## src/rtl/secded_pkg.sv

```systemverilog
package secded_pkg;

  // smallest check-bit count covering DW data bits plus the no-error case
  function automatic int chk_bits(input int dw);
    int p;
    p = 1;
    while ((1 << p) < (p + dw + 1)) p++;
    return p;
  endfunction

  // 1-based code position of data bit idx (skips power-of-two positions)
  function automatic int data_pos(input int idx);
    int pos;
    int cnt;
    pos = 0;
    cnt = -1;
    while (cnt < idx) begin
      pos++;
      if ((pos & (pos - 1)) != 0) cnt++;
    end
    return pos;
  endfunction

  function automatic bit covers(input int pos, input int k);
    return ((pos >> k) & 1) == 1;
  endfunction

endpackage

```

## src/rtl/secded_encoder.sv

```systemverilog
module secded_encoder
  import secded_pkg::*;
#(
  parameter  int DW = 4,
  localparam int P  = chk_bits(DW),
  localparam int HW = DW + P,
  localparam int CW = HW + 1
) (
  input  logic [DW-1:0] data_i,
  output logic [CW-1:0] code_o
);

  logic [HW:1]  spread;
  logic [P-1:0] chk;

  for (genvar i = 0; i < DW; i++) begin : g_place
    localparam int POS = data_pos(i);
    assign spread[POS] = data_i[i];
  end

  for (genvar k = 0; k < P; k++) begin : g_zero
    assign spread[1 << k] = 1'b0;
  end

  always_comb begin
    chk = '0;
    for (int k = 0; k < P; k++) begin
      for (int pos = 1; pos <= HW; pos++) begin
        if (covers(pos, k)) chk[k] = chk[k] ^ spread[pos];
      end
    end
  end

  for (genvar pos = 1; pos <= HW; pos++) begin : g_out
    if ((pos & (pos - 1)) == 0) begin : g_chk
      assign code_o[pos-1] = chk[$clog2(pos)];
    end else begin : g_dat
      assign code_o[pos-1] = spread[pos];
    end
  end

  assign code_o[CW-1] = (^spread) ^ (^chk);

endmodule

```

## src/rtl/secded_syndrome.sv

```systemverilog
module secded_syndrome
  import secded_pkg::*;
#(
  parameter  int DW = 4,
  localparam int P  = chk_bits(DW),
  localparam int HW = DW + P,
  localparam int CW = HW + 1
) (
  input  logic [CW-1:0] code_i,
  output logic [P-1:0]  syn_o,
  output logic          perr_o,
  output logic [DW-1:0] raw_o
);

  always_comb begin
    syn_o = '0;
    for (int k = 0; k < P; k++) begin
      for (int pos = 1; pos <= HW; pos++) begin
        if (covers(pos, k)) syn_o[k] = syn_o[k] ^ code_i[pos-1];
      end
    end
  end

  assign perr_o = ^code_i;

  for (genvar i = 0; i < DW; i++) begin : g_raw
    localparam int POS = data_pos(i);
    assign raw_o[i] = code_i[POS-1];
  end

endmodule

```

## src/rtl/secded_corrector.sv

```systemverilog
module secded_corrector
  import secded_pkg::*;
#(
  parameter  int DW = 4,
  localparam int P  = chk_bits(DW),
  localparam int HW = DW + P
) (
  input  logic [DW-1:0] raw_i,
  input  logic [P-1:0]  syn_i,
  input  logic          perr_i,
  output logic [DW-1:0] data_o,
  output logic          corrected_o,
  output logic          uncorr_o
);

  logic in_range;
  logic nz;
  logic fix_en;

  // a complete code has no syndrome beyond its last position
  if (((1 << P) - 1) == HW) begin : g_full
    assign in_range = 1'b1;
  end else begin : g_part
    assign in_range = (syn_i <= P'(HW));
  end

  assign nz          = |syn_i;
  assign fix_en      = perr_i & nz & in_range;
  assign corrected_o = perr_i & in_range;
  assign uncorr_o    = (~perr_i & nz) | (perr_i & ~in_range);

  for (genvar i = 0; i < DW; i++) begin : g_fix
    localparam int POS = data_pos(i);
    assign data_o[i] = raw_i[i] ^ (fix_en & (syn_i == P'(POS)));
  end

endmodule

```

## src/rtl/secded_codec.sv

```systemverilog
module secded_codec
  import secded_pkg::*;
#(
  parameter  int DW = 4,
  localparam int P  = chk_bits(DW),
  localparam int CW = DW + P + 1
) (
  input  logic          clk_i,
  input  logic          rst_ni,
  input  logic          enc_valid_i,
  input  logic [DW-1:0] enc_data_i,
  output logic          enc_valid_o,
  output logic [CW-1:0] enc_code_o,
  input  logic          dec_valid_i,
  input  logic [CW-1:0] dec_code_i,
  output logic          dec_valid_o,
  output logic [DW-1:0] dec_data_o,
  output logic          dec_corrected_o,
  output logic          dec_uncorrectable_o
);

  logic [CW-1:0] enc_code;
  logic [P-1:0]  syn;
  logic          perr;
  logic [DW-1:0] raw;
  logic [DW-1:0] fixed;
  logic          corr;
  logic          uncorr;

  secded_encoder #(.DW(DW)) u_enc (
    .data_i (enc_data_i),
    .code_o (enc_code)
  );

  secded_syndrome #(.DW(DW)) u_syn (
    .code_i (dec_code_i),
    .syn_o  (syn),
    .perr_o (perr),
    .raw_o  (raw)
  );

  secded_corrector #(.DW(DW)) u_cor (
    .raw_i       (raw),
    .syn_i       (syn),
    .perr_i      (perr),
    .data_o      (fixed),
    .corrected_o (corr),
    .uncorr_o    (uncorr)
  );

  always_ff @(posedge clk_i or negedge rst_ni) begin
    if (!rst_ni) begin
      enc_valid_o <= 1'b0;
      enc_code_o  <= '0;
    end else begin
      enc_valid_o <= enc_valid_i;
      if (enc_valid_i) enc_code_o <= enc_code;
    end
  end

  always_ff @(posedge clk_i or negedge rst_ni) begin
    if (!rst_ni) begin
      dec_valid_o         <= 1'b0;
      dec_data_o          <= '0;
      dec_corrected_o     <= 1'b0;
      dec_uncorrectable_o <= 1'b0;
    end else begin
      dec_valid_o <= dec_valid_i;
      if (dec_valid_i) begin
        dec_data_o          <= fixed;
        dec_corrected_o     <= corr;
        dec_uncorrectable_o <= uncorr;
      end
    end
  end

endmodule

```

## config.mk

```make
export PLATFORM = sky130hd
export DESIGN_NAME = secded_codec
export DESIGN_NICKNAME = d
export VERILOG_FILES = /design/src/rtl/secded_pkg.sv /design/src/rtl/secded_encoder.sv /design/src/rtl/secded_syndrome.sv /design/src/rtl/secded_corrector.sv /design/src/rtl/secded_codec.sv
export SDC_FILE = /design/constraint.sdc
export NUM_CORES = 1
export LEC_CHECK = 0
export ABC_AREA = 1
export BUFFER_PORTS_ARGS = -buffer_cell sky130_fd_sc_hd__buf_2
export CAP_MARGIN = 40
export CORE_MARGIN = 10
export CORE_UTILIZATION = 27
export DETAILED_ROUTE_END_ITERATION = 8
export PLACE_DENSITY = 0.44
export SYNTH_ARGS = -nofsm -noshare
export SYNTH_HDL_FRONTEND = slang
export SYNTH_HIERARCHICAL = 1
export SYNTH_SLANG_ARGS = --single-unit
```

## constraint.sdc

```tcl
create_clock -name clk_i -period 1.88 [get_ports clk_i]
set_clock_uncertainty 0.05 [all_clocks]
set_input_delay 0.188 -clock clk_i [delete_from_list [all_inputs] [get_ports clk_i]]
set_output_delay 0.188 -clock clk_i [all_outputs]
set_load 0.01 [all_outputs]
```

# ---- Yosys cells after proc, flatten, opt, wreduce, memory -nomap -nowiden
# Index checks and enable logic that the tools add are counted.
dict set report totals {
  regBits 16
  inputBits 16
  out_inout_bits 16
}
dict set report classes {
  eq_ne 4
  n_bitwise 27
  n_reduce_logical 4
}
# cell n
set op_table {}
lappend op_table {{$xor A1 B1 Y1} 20}
lappend op_table {{$eq A3 B3 Y1 const B} 3}
lappend op_table {{$reduce_xor A8 Y1} 1}
lappend op_table {{$reduce_xor A7 Y1} 1}
lappend op_table {{$and A1 B1 Y1} 6}
lappend op_table {{$eq A3 B2 Y1 const B} 1}
lappend op_table {{$reduce_or A3 Y1} 1}
lappend op_table {{$reduce_xor A3 Y1} 1}
lappend op_table {{$not A1 Y1} 1}

# ---- Longest topological paths before layout
# Gate-level depths: netlist of the first run.
dict set report depth {
  word_depth 7
  mapped_depth 15
  mapped_depth_nobuf 14
}

# ---- Cells and area by module
# The synthesis of the first run kept the hierarchy.
# mod n_inst cells_each area_per_inst_um2 seq_area_each_um2
set modules_own_cells {}
lappend modules_own_cells {secded_codec 1 61 576.8 400.4}
lappend modules_own_cells {secded_syndrome 1 56 290.3 0.0}
lappend modules_own_cells {secded_encoder 1 31 138.9 0.0}
lappend modules_own_cells {secded_corrector 1 31 130.1 0.0}

# ---- Worst setup path before layout of the first run
# Ideal clock, no wire load.
dict set report synth_timing {
  path_type {in2reg}
  from {input dec_code_i[4]}
  to {register dec_data_o[1]}
  setup_ps 117
  t_arrival_ps 1089
  t_required_ps 1713
  setup_slack_ps 624
  cell_stages 13
  cell_sequence {buf_6 > xnor2_2 > nand2_1 > nand2_1 > nand2_1 > nand2_1 > nand2_1 > inv_2 > nand2_1 > nand2_1 > nand2_1 > nand2_1 > nand2_1}
}
# item line
set synth_lines {}
lappend synth_lines {{start, declared} secded_codec.sv:15} ;# input logic [CW-1:0] dec_code_i,
lappend synth_lines {{$reduce_xor A8 Y1} secded_syndrome.sv:24} ;# assign perr_o = ^code_i;
lappend synth_lines {{named net perr} secded_codec.sv:24} ;# logic perr;
lappend synth_lines {{$and A1 B1 Y1} secded_corrector.sv:28} ;# assign fix_en = perr_i & nz & in_range;
lappend synth_lines {{$and A1 B1 Y1} secded_corrector.sv:34} ;# assign data_o[i] = raw_i[i] ^ (fix_en & (syn_i == P'(POS)));
lappend synth_lines {{$xor A1 B1 Y1} secded_corrector.sv:34}
lappend synth_lines {{named net fixed[1]} secded_codec.sv:26} ;# logic [DW-1:0] fixed;
lappend synth_lines {{end signal, assigned} secded_codec.sv:70} ;# dec_data_o <= fixed;
lappend synth_lines {{end, declared} secded_codec.sv:17} ;# output logic [DW-1:0] dec_data_o,
# The timed path passes the listed nets, and every way through them passes these cells.
# A chain may end at the register's enable or synchronous reset.

# ---- Worst setup path in the final report of the first run
dict set report layout_timing {
  from {input dec_code_i[6]}
  to {register dec_data_o[0]}
}
dict set report layout_via {
  elab_chain_len 5
}
# item line
set layout_lines {}
lappend layout_lines {{$xor A1 B1 Y1 *} secded_syndrome.sv:19} ;# if (covers(pos, k)) syn_o[k] = syn_o[k] ^ code_i[pos-1];
lappend layout_lines {{named net syn[1]} secded_codec.sv:23} ;# logic [P-1:0] syn;
lappend layout_lines {{$reduce_or A3 Y1} secded_corrector.sv:27} ;# assign nz = |syn_i;
lappend layout_lines {{$and A1 B1 Y1} secded_corrector.sv:28}
lappend layout_lines {{$and A1 B1 Y1 *} secded_corrector.sv:34}
lappend layout_lines {{$xor A1 B1 Y1 *} secded_corrector.sv:34}
lappend layout_lines {{named net fixed[0]} secded_codec.sv:26}
# Mark *: on every way through the listed nets, which the timed path passes. The rest lies on a longest branch.

==> results.toml, run 1 <==
[worst_setup_path]
crit_chain = "buf_2 > inv_1 > nand2_2 > nand2_4 > xor2_1 > nand2_1 > inv_1 > nand2_1 > nand2_1 > nand2_1 > nand2_1 > nand2_1"
cp_max_fo = 6
ff2ff_path_depth = 2
worstSetupStartpointType = "input port"
cp.required_ps = 1970
critical_path_class = "input port to register"
crit_slowest_cell = "xor2_1"
slowest_delay_ps = 300
worstPathArrival_ps = 1340
path_common_cell = "nand2_1"
worstSetupEndpointType = "register"

[clocking]
cts_root_buffer = "clkbuf_8"
cts_buffer_depth = 2
cts_tree = "built"
postCtsResizedCells = 0
cts_buffers = 3
htree_levels = 1
clk_latency_ps = 240
cts_sinks = 16
path_clk_slew_ps = 60

[final_layout]
final_common_cell = "nand2_1"
postLayoutCellArea_mm2 = 0.00133
areaGrowthSynthToFinish_pct = 17.0
drive_above_1_share = 0.230
fin_nets = 221
final_cell_mix = "100 x nand2_1, 31 x buf_2, 17 x inv_1, 16 x dfrtp_1, 9 x nand3_1"
instances_no_fill = 254
final_util = 0.330
antenna_cells = 0

[min_path]
hp-class = "input port to register"
hold_depth = 1

[route]
dr_total_vias = 1023
drtAntennaViolNets = 0
drcViolationCount = 0
finalWirelength_um = 2500
drt_iter0_drc = 25
via_per_inst = 4.03
firstDrtPassIters = 4
wire_per_inst_um = 9.82

[power_and_ir_drop]
pwr-share-clk = 0.307
p_sw_uw = 296
seq_power_share = 0.413
p_per_area_mw_per_mm2 = 726
sw_frac_of_total = 0.307
power.internal_uw = 668
vdd_drop_max_uv = 199
pwr-share-comb = 0.280
power.leakage_uw = 0.000836

[floorplanning]
start_util = 0.282
core_area_mm2 = 0.00403
dieArea_mm2 = 0.00720
die_h_um = 84.9
fp.dieW_um = 84.9
ios = 32
core.rowCount = 23

[yosys]
yosysWarnings = 6
syn_area_mm2 = 0.00114
ys_types = 17
synth_top_cell_area_share = 0.352
avgSynthCellArea_um2 = 6.35
syn_nets = 195
ys_seq_elements = 16
syn_inst = 179
synth_top_area_cell = "dfrtp_1"
synthTopCellsByArea = "dfrtp_1 35%, nand2_1 33%, buf_4 5.9%"
seq_area_frac_synth = 0.352

[timing]
fmax_ghz = 0.800
finalSetupViolations = 0
finalHoldViolations = 0
slew_violations = 0
worst_pin_slew_ps = 350
period_share = 0.665
relSlewSlack = 0.767
period_needed_ps = 1250
finalSetupTns_ps = 0
rsz0062_at_grt = "no"

[place]
routabilityCongestion = 0.751
dpl-instance-area_mm2 = 0.00126
dp_hpwl_um = 2110
post-place-cells = 249
io_buffer_count = 31

[run]
maxCapViolCount = 0

[global_route]
grt_pass1_wl_um = 4760
grt_util_met1 = 0.0981
grt_pass1_vias = 1097
grtUsageMet2 = 0.115
met3_usage = 0.0191
top_usage_layer = "met2"
antenna_found_initial = 0
track_usage = 0.0766
grt_overflow = 0
grt_max_degree = 17

[status]
status = "finished clean"
==> cell families (layout without fill, tap and decap cells) <==
logic type / count (synthesis) / in the layout / share of synthesized area
xor gates and xnor gates: 7 / 7 / 0.0606
DFF: 16 / 16 / 0.352
buffers and inverters: 35 / 60 / 0.159
and+or+nand+nor: 119 / 119 / 0.420
AOI/OAI and AO/OA: 2 / 2 / 0.00880
==> synth_stat cells <==
library cell  number
nand2_1          100
inv_1             17
dfrtp_1           16
buf_4              9
nand3_1            9
inv_2              7
nor2_1             5
xnor2_1            3
xor2_1             3
buf_6              2
nand2_2            2
a21oi_1            1
nand2_4            1
nand3b_1           1
nor2_2             1
o21ai_0            1
xnor2_2            1
==> critical path: cells and delay by family <==
kind | cells | cell delay, ps
buffers and inverters | 3 | 350
XOR/XNOR | 1 | 300
AND/OR/NAND/NOR | 8 | 530
==> power groups by stage <==
stage	sequential (uW)	clock, uW	combinational [uW]
floorplan	425	0	170
global placement	405	0	276
detailed placement	405	0	276
CTS	398	310	278
global route	404	326	318
finish	398	296	270
==> per-stage QoR <==
step                      setup WS, ps  hold slack, ps  total power, uW
after floorplan                    624            -158              594
after global placement             334            71.9              681
after detailed placement           342            70.7              681
after CTS                          604            93.1              987
after global routing               413            99.8             1050
final                              630            96.1              964
==> final cells by class <==
cell class / count / area, um2
Fill cell: 473 / 2700
Multi-Input combinational cell: 128 / 556
Sequential cell: 16 / 400
Timing Repair Buffer: 32 / 165
Inverter: 24 / 90.1
Tap cell: 50 / 62.6
Clock buffer: 4 / 55.1
==> flip-flops by register name, summed over array words and instances (netlist names) <==
signal,flops
dec_corrected_o,1
dec_data_o,4
dec_uncorrectable_o,1
dec_valid_o,1
enc_code_o,8
enc_valid_o,1
==> routing by layer <==
layer	wire (um)	share of wire
met1	1280	0.51
met2	1010	0.40
met3	163	0.065
met4	39	0.016
met5	0	0
==> timing repair <==
item | in CTS | in global routing
endpoints found under the hold margin | 16 | 0
hold buffers | 1 | 0
setup buffers | 0 | 0
==> path summary, 6_finish.rpt <==
path                                        endpoint  slack (ps)                       from
max                        dec_data_o[0]$_DFFE_PN0P_         630              dec_code_i[6]
min                            dec_valid_o$_DFF_PN0_         100                dec_valid_i
max reg2reg                dec_data_o[0]$_DFFE_PN0P_        1220  dec_data_o[0]$_DFFE_PN0P_
min reg2reg                enc_code_o[0]$_DFFE_PN0P_         410  enc_code_o[0]$_DFFE_PN0P_
min in group asynchronous  enc_code_o[0]$_DFFE_PN0P_         330                     rst_ni
max in group asynchronous      dec_valid_o$_DFF_PN0_        1190                     rst_ni
Power figures use the tool's default switching activity.
==> inputs of run 2 (changes only) <==
Clock period 1.88 ns to 1.17 ns, I/O delays scaled along.
==> results.toml, run 2 (same netlist as run 1, synthesis figures left out) <==
[timing]
relSlewSlack = 0.762
finalSetupTns_ps = 0
worst_pin_slew_ps = 357
period_needed_ps = 1070
fmax_ghz = 0.937
period_share = 0.912
finalHoldViolations = 0
finalSetupViolations = 0
slew_violations = 0

[power_and_ir_drop]
seq_power_share = 0.397
vdd_drop_max_uv = 336
p_per_area_mw_per_mm2 = 1050
power.internal_uw = 1090
p_sw_uw = 534
pwr-share-comb = 0.353
sw_frac_of_total = 0.329
power.leakage_uw = 0.000912
pwr-share-clk = 0.251

[clocking]
cts_buffer_depth = 2
clk_latency_ps = 250
cts_tree = "built"
path_clk_slew_ps = 60
htree_levels = 1
cts_sinks = 16
cts_root_buffer = "clkbuf_8"
cts_buffers = 3

[route]
wire_per_inst_um = 10.0
drtAntennaViolNets = 0
dr_total_vias = 1059
via_per_inst = 4.06
drt_iter0_drc = 43
finalWirelength_um = 2620
drcViolationCount = 0
firstDrtPassIters = 4

[worst_setup_path]
worstSetupStartpointType = "input port"
cp.required_ps = 1260
cp_max_fo = 5
critical_path_class = "input port to register"
worstSetupEndpointType = "register"
worstPathArrival_ps = 1160

[place]
dp_hpwl_um = 2160
io_buffer_count = 31
routabilityCongestion = 0.791

[final_layout]
fin_nets = 229
final_cell_mix = "92 x nand2_1, 25 x buf_2, 16 x dfrtp_1, 13 x inv_1"
largest_register = "enc_code_o"
areaGrowthSynthToFinish_pct = 36.3
drive_above_1_share = 0.351
final_common_cell = "nand2_1"
largest_register_ffs = 8
final_util = 0.384
antenna_cells = 0
reg_top3 = "enc_code_o (8), dec_data_o (4)"

[global_route]
grt_pass1_wl_um = 4460
grt_max_degree = 17
grt_pass1_vias = 1022
track_usage = 0.0747
antenna_found_initial = 0
grt_overflow = 0

[floorplanning]
ios = 32
core.rowCount = 23
core_area_mm2 = 0.00403
start_util = 0.282
die_h_um = 84.9
dieArea_mm2 = 0.00720
fp.dieW_um = 84.9

[run]
maxCapViolCount = 0

[min_path]
hp-class = "input port to register"

[status]
status = "finished clean"
==> run 2: cell count changes in the layout (fill, tap and decap cells not counted), sizes merged <==
cell,change
clkbuf,-1
buf,+8
==> run 2: repair_timing <==
item,4_1_cts,5_1_grt
endpoints found under the setup margin,2,5
hold buffers,1,0
setup buffers,0,1
resized for setup,1,44
endpoints found under the hold margin,16,0
pin swaps,0,17
==> run 2: final cells by class <==
cell class | count | area (um2)
Clock buffer | 3 | 41.3
Tap cell | 50 | 62.6
Multi-Input combinational cell | 128 | 684
Sequential cell | 16 | 400
Inverter | 24 | 97.6
Fill cell | 447 | 2480
Timing Repair Buffer | 40 | 263
==> run 2: worst paths after layout <==
path | slack [ps] | start | to | cells after the start
setup / recovery | 100 | dec_code_i[5] | dec_data_o[2]$_DFFE_PN0P_ | 15
hold / removal | 30 | dec_valid_i | dec_valid_o$_DFF_PN0_ | 1
setup reg to reg | 510 | enc_code_o[3]$_DFFE_PN0P_ | enc_code_o[3]$_DFFE_PN0P_ | 2
hold reg to reg | 420 | dec_data_o[2]$_DFFE_PN0P_ | dec_data_o[2]$_DFFE_PN0P_ | 2
max in group asynchronous | 560 | rst_ni | dec_corrected_o$_DFFE_PN0P_ | 2
min in group asynchronous | 260 | rst_ni | enc_code_o[5]$_DFFE_PN0P_ | 2
==> run 2: power groups by stage <==
stage	combinational, uW	sequential, uW	clock (uW)
6_report	573	644	407
5_1_grt	655	652	441
4_1_cts	493	646	420
3_5_place_dp	486	655	0
3_3_place_gp	486	653	0
2_1_floorplan	280	682	0
==> run 2: critical path, cell delays in order <==
cell and delay [ps]:
buf_6 110, inv_2 70, nand2_4 60, nand2_8 90, nand2_1 60, nand2_1 50
nand2_1 60, nand2_2 100, nand2_2 80, inv_4 80, nand2_2 50, nand2_1 60
nand2_1 60, nand2_1 60, nand2_1 50
==> run 2: routing by layer <==
metal	vias to the layer above	routed length [um]	GRT usage
li1	587	-	-
met1	440	1230	0.0893
met2	27	1120	0.114
met3	5	191	0.0239
met4	0	68	0.0449
met5	-	0	0
==> run 2: metrics by stage <==
step	hold WS [ps]	cells	instance area (um2)	power, uW	setup WS [ps]
floorplan	-229	179	1150	962	1.60
finish	34.6	261	1550	1620	103
global placement	3.42	256	1330	1140	-273
global route	35.7	261	1550	1750	-13.5
CTS	29.0	260	1390	1560	41.0
detailed placement	1.75	256	1330	1140	-276
==> inputs of run 3 (changes only) <==
==> constraint.sdc (replaced) <==
create_clock -name clk_i -period 1.17 [get_ports clk_i]
set_clock_uncertainty 0.05 [all_clocks]
set_input_delay 0.0585 -clock clk_i [delete_from_list [all_inputs] [get_ports clk_i]]
set_output_delay 0.0585 -clock clk_i [all_outputs]
set_load 0.01 [all_outputs]
==> results.toml, run 3 (same netlist as run 1, synthesis figures left out) <==
[clocking]
clk_latency_ps = 240
post_cts_buffers = 0
cts_sinks = 16
cts_tree = "built"
htree_levels = 1
cts_buffers = 3
cts_buffer_depth = 2
path_clk_slew_ps = 60
cts_root_buffer = "clkbuf_8"

[timing]
period_needed_ps = 1040
finalSetupTns_ps = 0
fmax_ghz = 0.958
relSlewSlack = 0.767
slew_violations = 0
period_share = 0.892
finalSetupViolations = 0
finalHoldViolations = 0
worst_pin_slew_ps = 349
rsz0062_at_grt = "yes"

[floorplanning]
die_h_um = 84.9
core.rowCount = 23
fp.dieW_um = 84.9
core_area_mm2 = 0.00403
dieArea_mm2 = 0.00720
start_util = 0.282
ios = 32

[route]
top_layer = "met4"
finalWirelength_um = 2560
dr_total_vias = 1035
drcViolationCount = 0
wl_met2_um = 1060
drt_iter0_drc = 29
wl_met1_um = 1320
via_per_inst = 3.94
wire_per_inst_um = 9.73
firstDrtPassIters = 4
drtAntennaViolNets = 0
route.met3.wl_um = 143

[worst_setup_path]
worstSetupEndpointType = "register"
cp_max_fo = 5
rr_startpoint = "dec_data_o[3]$_DFFE_PN0P_"
rrSetupSlack_ps = 510
critical_path_class = "input port to register"
r2r_end = "dec_data_o[3]$_DFFE_PN0P_"
crit_path_start = "dec_code_i[2]"
worstSetupStartpointType = "input port"
cp.required_ps = 1260
ff2ff_path_depth = 2
worstPathArrival_ps = 1130

[global_route]
track_usage = 0.0720
antenna_found_initial = 0
grt_pass1_vias = 1001
grt_pass1_wl_um = 4420
grt_max_degree = 17
grt_overflow = 0

[min_path]
whs_endpoint = "enc_code_o[5]$_DFFE_PN0P_"
hp-class = "input port to register"
min_from = "enc_data_i[2]"
hold_depth = 3

[status]
status = "finished clean"

[final_layout]
final_common_cell = "nand2_1"
drive_above_1_share = 0.286
nFillCells = 461
final_cell_mix = "98 x nand2_1, 31 x buf_2, 16 x dfrtp_1, 16 x inv_1, 9 x nand3_1"
largest_register_ffs = 8
instances_no_fill = 263
areaGrowthSynthToFinish_pct = 25.4
final_util = 0.354
antenna_cells = 0
fin_nets = 231
largest_register = "enc_code_o"
reg_top3 = "enc_code_o (8), dec_data_o (4)"

[place]
routabilityCongestion = 0.715
post-place-cells = 257
io_buffer_count = 31
dp_hpwl_um = 2120

[power_and_ir_drop]
power.leakage_uw = 0.000883
p_per_area_mw_per_mm2 = 1080
vdd_drop_max_uv = 310

[run]
maxCapViolCount = 0
==> run 3: changes by cell type in the layout (fill, tap and decap cells not counted), moves of 2 or more <==
cell and delta:
buf_2 +6, buf_6 -6, dlygate4sd3_1 +2, inv_1 +3
inv_4 -3, nand2_1 +6, nand2_2 -5, nor2_2 +2
nor2_4 -3, xnor2_1 +2, xnor2_4 -2
==> run 3: critical path, cell delays in order <==
cell and delay (ps):
buf_2 160, inv_2 50, nand2_1 70, nand2_2 90
xor2_2 190, buf_4 140, nor2_1 120, nand2_1 60
nand2_1 50, nand2_1 50, nand2_1 50, nand2_1 50
==> run 3: area by class of cell <==
class                   count  area, um2  area share
multi-input cells         128        586       0.411
well taps                  50       62.6      0.0439
flip-flops and latches     16        400       0.281
clock buffers               3       41.3      0.0290
inverters                  24       90.1      0.0632
repair buffers             42        245       0.172
==> run 3: repair_timing <==
item                                    CTS  global route
hold buffers                              3             0
resized for setup                         0             7
endpoints found under the setup margin    0             4
hold endpoints to repair                 18             0
==> run 3: stage by stage <==
stage | power, uW | area (um2) | hold slack (ps) | setup WS (ps)
after floorplan | 955 | 1140 | -287 | 43.5
after global placement | 1140 | 1320 | -59.7 | -224
after detailed placement | 1140 | 1320 | -57.8 | -215
after CTS | 1550 | 1400 | 28.7 | 47.4
after global routing | 1670 | 1430 | 42.2 | -6.51
final | 1540 | 1430 | 33.4 | 126
==> run 3: worst max path at each step <==
stage                                      endpoint  depth (start not counted)
after global routing      dec_data_o[2]$_DFFE_PN0P_                         12
after CTS                 dec_data_o[0]$_DFFE_PN0P_                         12
final                     dec_data_o[2]$_DFFE_PN0P_                         12
after global placement    dec_data_o[0]$_DFFE_PN0P_                         12
after detailed placement  dec_data_o[3]$_DFFE_PN0P_                         10
after floorplan           dec_data_o[1]$_DFFE_PN0P_                         13
==> run 3: metal layers <==
metal | track usage | vias to the layer above
li1 | - | 584
met1 | 0.0917 | 424
met2 | 0.107 | 25
met3 | 0.0191 | 2
met4 | 0.0404 | 0
met5 | 0 | -
==> run 3: report_power, final <==
group          total, uW  switching [uW]  internal, uW
sequential           641            27.5           614
clock                393             166           227
combinational        503             292           211
